--- config.mk ---
export PLATFORM = sky130hd
export DESIGN_NAME = rtc_irq_ctrl
export DESIGN_NICKNAME = d
export VERILOG_FILES = /design/src/rtl/rtc_irq_pkg.sv /design/src/rtl/rtc_irq_rd_seq.sv /design/src/rtl/rtc_irq_flag_cell.sv /design/src/rtl/rtc_irq_ctrl.sv
export SDC_FILE = /design/constraint.sdc
export NUM_CORES = 1
export LEC_CHECK = 0
export ABC_AREA = 1
export BUFFER_PORTS_ARGS = -buffer_cell sky130_fd_sc_hd__buf_4
export CORE_MARGIN = 5
export CORE_UTILIZATION = 40
export DETAILED_ROUTE_END_ITERATION = 8
export PLACE_DENSITY = 0.72
export SLEW_MARGIN = 30
export SYNTH_ARGS = -nofsm -noshare
export SYNTH_HDL_FRONTEND = slang
export SYNTH_SLANG_ARGS = --single-unit
export TNS_END_PERCENT = 100
--- constraint.sdc ---
create_clock -name clk -period 2.6 [get_ports clk]
set_input_delay 0 -clock clk [delete_from_list [all_inputs] [get_ports clk]]
set_output_delay 0 -clock clk [all_outputs]
set_load 0.05 [all_outputs]
--- src/rtl/rtc_irq_pkg.sv ---
package rtc_irq_pkg;
   localparam int NSRC     = 3;   // periodic, alarm, update-ended
   localparam int SRC_LSB  = 4;   // lowest flag / enable bit position
   localparam int IRQF_BIT = 7;   // summary bit in the status image
   localparam int SRC_PER  = 2;   // vector index of each source
   localparam int SRC_ALM  = 1;
   localparam int SRC_UPD  = 0;
   typedef logic [NSRC-1:0] src_vec_t;
endpackage

--- src/rtl/rtc_irq_rd_seq.sv ---
module rtc_irq_rd_seq (
   input  logic clk,
   input  logic rst_n,
   input  logic sta_rd,
   output logic rd_first,
   output logic rd_end
);
   logic rd_prev_q;

   always_ff @(posedge clk or negedge rst_n) begin
      if (!rst_n) rd_prev_q <= 1'b0;
      else        rd_prev_q <= sta_rd;
   end

   assign rd_first = sta_rd & ~rd_prev_q;
   assign rd_end   = rd_prev_q & ~sta_rd;
endmodule

--- src/rtl/rtc_irq_flag_cell.sv ---
module rtc_irq_flag_cell (
   input  logic clk,
   input  logic rst_n,
   input  logic ev,
   input  logic rd_act,
   input  logic rd_end,
   output logic flag,
   output logic pend
);
   always_ff @(posedge clk or negedge rst_n) begin
      if (!rst_n) begin
         flag <= 1'b0;
         pend <= 1'b0;
      end else if (rd_end) begin
         flag <= pend | ev;   // clear what was read, merge what waited
         pend <= 1'b0;
      end else if (rd_act) begin
         pend <= pend | ev;   // flag frozen while the read is open
      end else begin
         flag <= flag | ev;
      end
   end
endmodule

--- src/rtl/rtc_irq_ctrl.sv ---
module rtc_irq_ctrl
   import rtc_irq_pkg::*;
#(
   parameter int ADDR_W    = 4,
   parameter int DATA_W    = 8,
   parameter int STAT_ADDR = 2,
   parameter int CTRL_ADDR = 1
) (
   input  logic              clk,
   input  logic              rst_n,
   input  logic [ADDR_W-1:0] bus_addr,
   input  logic              bus_wr,
   input  logic              bus_rd,
   input  logic [DATA_W-1:0] bus_wdata,
   output logic [DATA_W-1:0] bus_rdata,
   input  logic              ev_periodic,
   input  logic              ev_alarm,
   input  logic              ev_update,
   output logic              irq_n
);
   localparam logic [ADDR_W-1:0] STAT_A = ADDR_W'(STAT_ADDR);
   localparam logic [ADDR_W-1:0] CTRL_A = ADDR_W'(CTRL_ADDR);

   if (DATA_W < IRQF_BIT + 1) begin : g_bad_width
      $error("rtc_irq_ctrl: DATA_W must hold bit %0d", IRQF_BIT);
   end
   if (STAT_ADDR == CTRL_ADDR) begin : g_bad_addr
      $error("rtc_irq_ctrl: status and control addresses collide");
   end
   if (STAT_ADDR >= (1 << ADDR_W) || CTRL_ADDR >= (1 << ADDR_W)) begin : g_bad_range
      $error("rtc_irq_ctrl: address does not fit ADDR_W");
   end

   logic     sta_rd, ctrl_rd, ctrl_wr;
   logic     rd_first, rd_end;
   logic     irq_act;
   src_vec_t ev_vec, flag_q, pend_q, en_q;
   logic [DATA_W-1:0] live_img, snap_q, ctrl_img;

   assign sta_rd  = bus_rd & (bus_addr == STAT_A);
   assign ctrl_rd = bus_rd & (bus_addr == CTRL_A);
   assign ctrl_wr = bus_wr & (bus_addr == CTRL_A);

   assign ev_vec[SRC_PER] = ev_periodic;
   assign ev_vec[SRC_ALM] = ev_alarm;
   assign ev_vec[SRC_UPD] = ev_update;

   rtc_irq_rd_seq u_seq (
      .clk      (clk),
      .rst_n    (rst_n),
      .sta_rd   (sta_rd),
      .rd_first (rd_first),
      .rd_end   (rd_end)
   );

   for (genvar i = 0; i < NSRC; i++) begin : g_src
      rtc_irq_flag_cell u_cell (
         .clk    (clk),
         .rst_n  (rst_n),
         .ev     (ev_vec[i]),
         .rd_act (sta_rd),
         .rd_end (rd_end),
         .flag   (flag_q[i]),
         .pend   (pend_q[i])
      );
   end

   always_ff @(posedge clk or negedge rst_n) begin
      if (!rst_n)       en_q <= '0;
      else if (ctrl_wr) en_q <= bus_wdata[SRC_LSB +: NSRC];
   end

   assign irq_act = |(flag_q & en_q);
   assign irq_n   = ~irq_act;

   always_comb begin
      live_img = '0;
      live_img[IRQF_BIT] = irq_act;
      live_img[SRC_LSB +: NSRC] = flag_q;
      ctrl_img = '0;
      ctrl_img[SRC_LSB +: NSRC] = en_q;
   end

   always_ff @(posedge clk or negedge rst_n) begin
      if (!rst_n)        snap_q <= '0;
      else if (rd_first) snap_q <= live_img;
   end

   always_comb begin
      if (sta_rd)       bus_rdata = rd_first ? live_img : snap_q;
      else if (ctrl_rd) bus_rdata = ctrl_img;
      else              bus_rdata = '0;
   end
endmodule

* Yosys cells after proc, flatten, opt, wreduce, memory -nomap -nowiden
Index checks and enable logic that the tools add are counted.
Word-level totals: flip-flop bits (word level) 18, latch bits 0, memory bits (writable) 0, memory bits (read-only) 0, input port bits 19, output and inout port bits 9, word-level logic and storage cells 44, memories kept 0
Cells by class: add/sub/neg operators 0, multipliers 0, divide/modulo/power cells 0, magnitude comparators 0, eq/ne operators 3, shift operators 0, mux-type cells 15, bitwise logic cells 15, reduce and logical (&&, ||, !) cells 2
Operators with widths (count):
- two-way mux 8 bit | 2
- two-way mux 1 bit | 12
- two-way mux 7 bit | 1
- OR 1 bit | 6
- bitwise AND 1 bit | 5
- equality test 4 x 1 -> 1 bit (second input constant) | 1
- equality test 4 x 2 -> 1 bit (second input constant) | 1
- bitwise AND 3 bit | 1
- inverter 1 bit | 3
- OR reduction 3 bit | 1
- inequality test 2 x 1 -> 1 bit (second input constant) | 1
- nonzero test 2 bit | 1

* Depth between registers and ports, before layout
depth after elaboration 5, depth in mapped cells 7

* By module
From an unflattened synthesis, not the netlist that was laid out.
Unflattened totals: cell total of the unflattened synthesis 112, area, all modules 912.1 um2
By module, submodules not included:
- rtc_irq_ctrl | instances 1, cells each 71, area each 605.6 um2, seq. area each 275.3 um2
- rtc_irq_flag_cell | instances 3, cells each 12, area each 88.8 um2, seq. area each 50.0 um2
- rtc_irq_rd_seq | instances 1, cells each 5, area each 40.0 um2, seq. area each 25.0 um2

* Worst setup path after synthesis
Ideal clock, no wire load.
kind reg2out, start point register u_seq.rd_prev_q (netlist name), end point output port bus_rdata[0], arrival time 1.679 ns, required time 2.600 ns, slack 0.921 ns, cell stages (with the launch flop) 4, path buffers 1, cell sequence dfrtp_1 -> inv_1 -> buf_2 -> nor3_1
RTL lines:
- to (decl) | line rtc_irq_ctrl.sv:15 | output logic [DATA_W-1:0] bus_rdata,

* Worst setup path in the final report
start point register u_seq.rd_prev_q, end point output port bus_rdata[7]
On the way: longest elaborated chain between the ends 4
Ends and longest elaborated chain:
- from (decl) | line rtc_irq_rd_seq.sv:8 | logic rd_prev_q;
- from (signal assigned) | line rtc_irq_rd_seq.sv:12 | else rd_prev_q <= sta_rd;
- inverter 1 bit | line rtc_irq_rd_seq.sv:15 | assign rd_first = sta_rd & ~rd_prev_q;
- bitwise AND 1 bit | line rtc_irq_rd_seq.sv:15
- two-way mux 8 bit
- two-way mux 8 bit | line rtc_irq_ctrl.sv:90 | if (sta_rd) bus_rdata = rd_first ? live_img : snap_q;
No other way between the ends.

==> impl_metrics.yaml <==
pwr:
  p_sw_uw: 183
  p_seq_frac: 0.526
  vdd_ir_drop_max_mv: 0.326
  power_frac_comb: 0.208
  p_leak_uw: 0.000586
  power_uw: 643
  intPower_uw: 459
  clkPwrFrac: 0.265
  cellPowerDensity_nw_per_um2: 566
  switching_share: 0.285
synthesis:
  yosysWarnings: 0
  synth.top_cell.area_share: 0.532
  synthMuxAreaShare: 0
  synth_fa_ha_area_frac: 0
  synthArstFlopShare: 1.00
  synth-compound-area-share: 0.0709
  synth_largest_area_cell: "dfrtp_1"
  netlist_area_um2: 847
  netlist_instances: 107
  synthTopCellsByArea: "dfrtp_1 53%, nand2_1 13%, inv_1 8.0%"
  syn-num-nets: 126
  synth_enable_flop_cells: 0
  syn_area_per_cell_um2: 7.92
  ys_seq_elements: 18
  yosysMostFrequentCell: "nand2_1"
  ys_seq_area_frac: 0.532
  ys_top_cells_by_count: "29 x nand2_1, 18 x dfrtp_1, 18 x inv_1"
  synth.distinct_cells: 15
  dominantRegCellSynth: "dfrtp_1"
  synthXorXnorAreaFrac: 0
  synth_top_family_by_area: "simple AND/OR/NAND/NOR gates"
  synthSimpleGateAreaFrac: 0.294
grt:
  antenna_found_initial: 0
  grt_pass1_wl_um: 3120
  grt-ovfl-total: 0
  grt_pass1_vias: 767
  grt_usage: 0.124
  grt_start_max_net_pins: 19
cts:
  cts_sinks: 18
  cts_tree: "built"
  ctsRootBufferMaster: "clkbuf_4"
  hold_buffers: 7
  clkTransAtPathRegs_ns: 0.10
  cts_buffers: 3
  clk_path_buf_depth: 2
  clk_latency_ns: 0.29
  htreeDepth: 1
  post_cts_buffers: 0
  cts-resized-gates: 0
worst_setup_path:
  startpoint_type: "flip-flop"
  required_ns: 2.60
  arrival_ns: 1.83
  worst-path-max-fanout: 13
  critical_path_class: "reg2out"
  cp-end-kind: "output pin"
sta:
  drv_slew: 0
  clock_skew_ns: 0.000877
  hold_viol: 0
  post-route-period-util: 0.703
  maxSlewHeadroom: 0.692
  setup_viol: 0
  grt_setup_unrepaired: "no"
  tightestPinTransition_ns: 0.457
  min_period_ns: 1.83
  fmax_mhz: 547
  tns_ns: 0
final_layout:
  drive_above_1_share: 0.217
  area.sequential_um2: 450
  num_antenna_cells: 0
  final_nets: 158
  design_area_um2: 1140
  final_core_util: 0.573
  nFillCells: 167
  synthToLayoutAreaGrowth_pct: 34.1
  multiInputGateArea_um2: 309
die:
  rows: 16
  dieArea_um2: 3140
  die_h_um: 56.0
  start_util: 0.427
  chipWidth_um: 56.0
  core_um2: 1980
  top_level_ports: 28
drt:
  vias: 733
  drc_errors: 0
  ant_nets: 0
  drtIter0Drc: 21
  wl_um: 1730
  first_pass_iters: 4
  via_per_inst: 4.44
  wl_per_cell_um: 10.5
outcome:
  status: "completed"
placement:
  io_buffers: 22
  gp_congestion: 0.741
  dp_hpwl_um: 1370
  post_dp_cell_area_um2: 1030
flow_run:
  cap_violations: 0
min_path:
  worstHoldPathType: "in2reg"
-- metrics by stage --
stage	cells	hold WS (ns)	setup slack, ns
2_1_floorplan	107	-0.296	0.921
3_3_place_gp	154	-0.119	1.09
3_5_place_dp	154	-0.120	1.08
4_1_cts	165	0.0132	0.747
5_1_grt	165	0.0186	0.579
6_report	165	0.0207	0.772
-- cells in the final DEF, fill, tap and decap left out --
cell type	instances
a21oi_1	4
buf_4	22
clkbuf_4	3
clkbuf_8	1
dfrtp_1	18
dlygate4sd3_1	7
inv_1	18
inv_2	1
nand2_1	29
nand3_1	7
nand4_1	2
nor2_1	10
nor2_2	1
nor2_4	2
nor3_1	4
nor4_1	1
o21ai_0	8
-- worst paths after layout --
kind | from | end | slack [ns] | cells past startpoint
setup / recovery | u_seq.rd_prev_q | bus_rdata[7] | 0.77 | 5
hold / removal | bus_addr[2] | u_seq.rd_prev_q | 0.02 | 4
setup reg to reg | u_seq.rd_prev_q | snap_q[7] | 1.16 | 4
hold reg to reg | snap_q[6] | snap_q[6] | 0.48 | 2
max in group asynchronous | rst_n | g_src[1].u_cell.pend | 2.31 | 2
min in group asynchronous | rst_n | g_src[2].u_cell.pend | 0.10 | 2
-- final cells by class --
type,instances,area share
tap,27,0.0297
multi-input combinational,68,0.272
sequential,18,0.396
inverter,19,0.0628
clock buffer,4,0.0319
timing repair buffer,29,0.207
-- registers in the layout (all words and copies together) (netlist names) --
name	cells
snap_q	8
en_q	3
g_src.u_cell.flag	3
g_src.u_cell.pend	3
u_seq.rd_prev_q	1
-- kinds of logic after synthesis --
family          Yosys count
flops                    18
simple gates             56
buf+inv                  21
compound gates           12
-- power groups by stage --
| stage | combinational, uW | sequential (uW) | clock, uW |
|---|---|---|---|
| global route | 153 | 343 | 186 |
| global placement | 124 | 342 | 0 |
| floorplan | 84.3 | 339 | 0 |
| finish | 134 | 338 | 171 |
| detailed placement | 128 | 344 | 0 |
| CTS | 136 | 339 | 173 |
-- critical path, cell delays in order (launching register included) --
cell and delay, ns:
dfrtp_1 0.41, inv_1 0.30, nand4_1 0.28, o21ai_0 0.28
nor2_1 0.07, buf_4 0.19
-- metal layers --
layer | routed length [um] | global-route usage | vias up
met5 | 0 | 0 | -
met4 | 10 | 0.0576 | 0
met3 | 47 | 0.0302 | 2
met2 | 932 | 0.222 | 5
met1 | 738 | 0.135 | 330
li1 | - | - | 396
No activity file was read; power rests on OpenSTA's default activity.
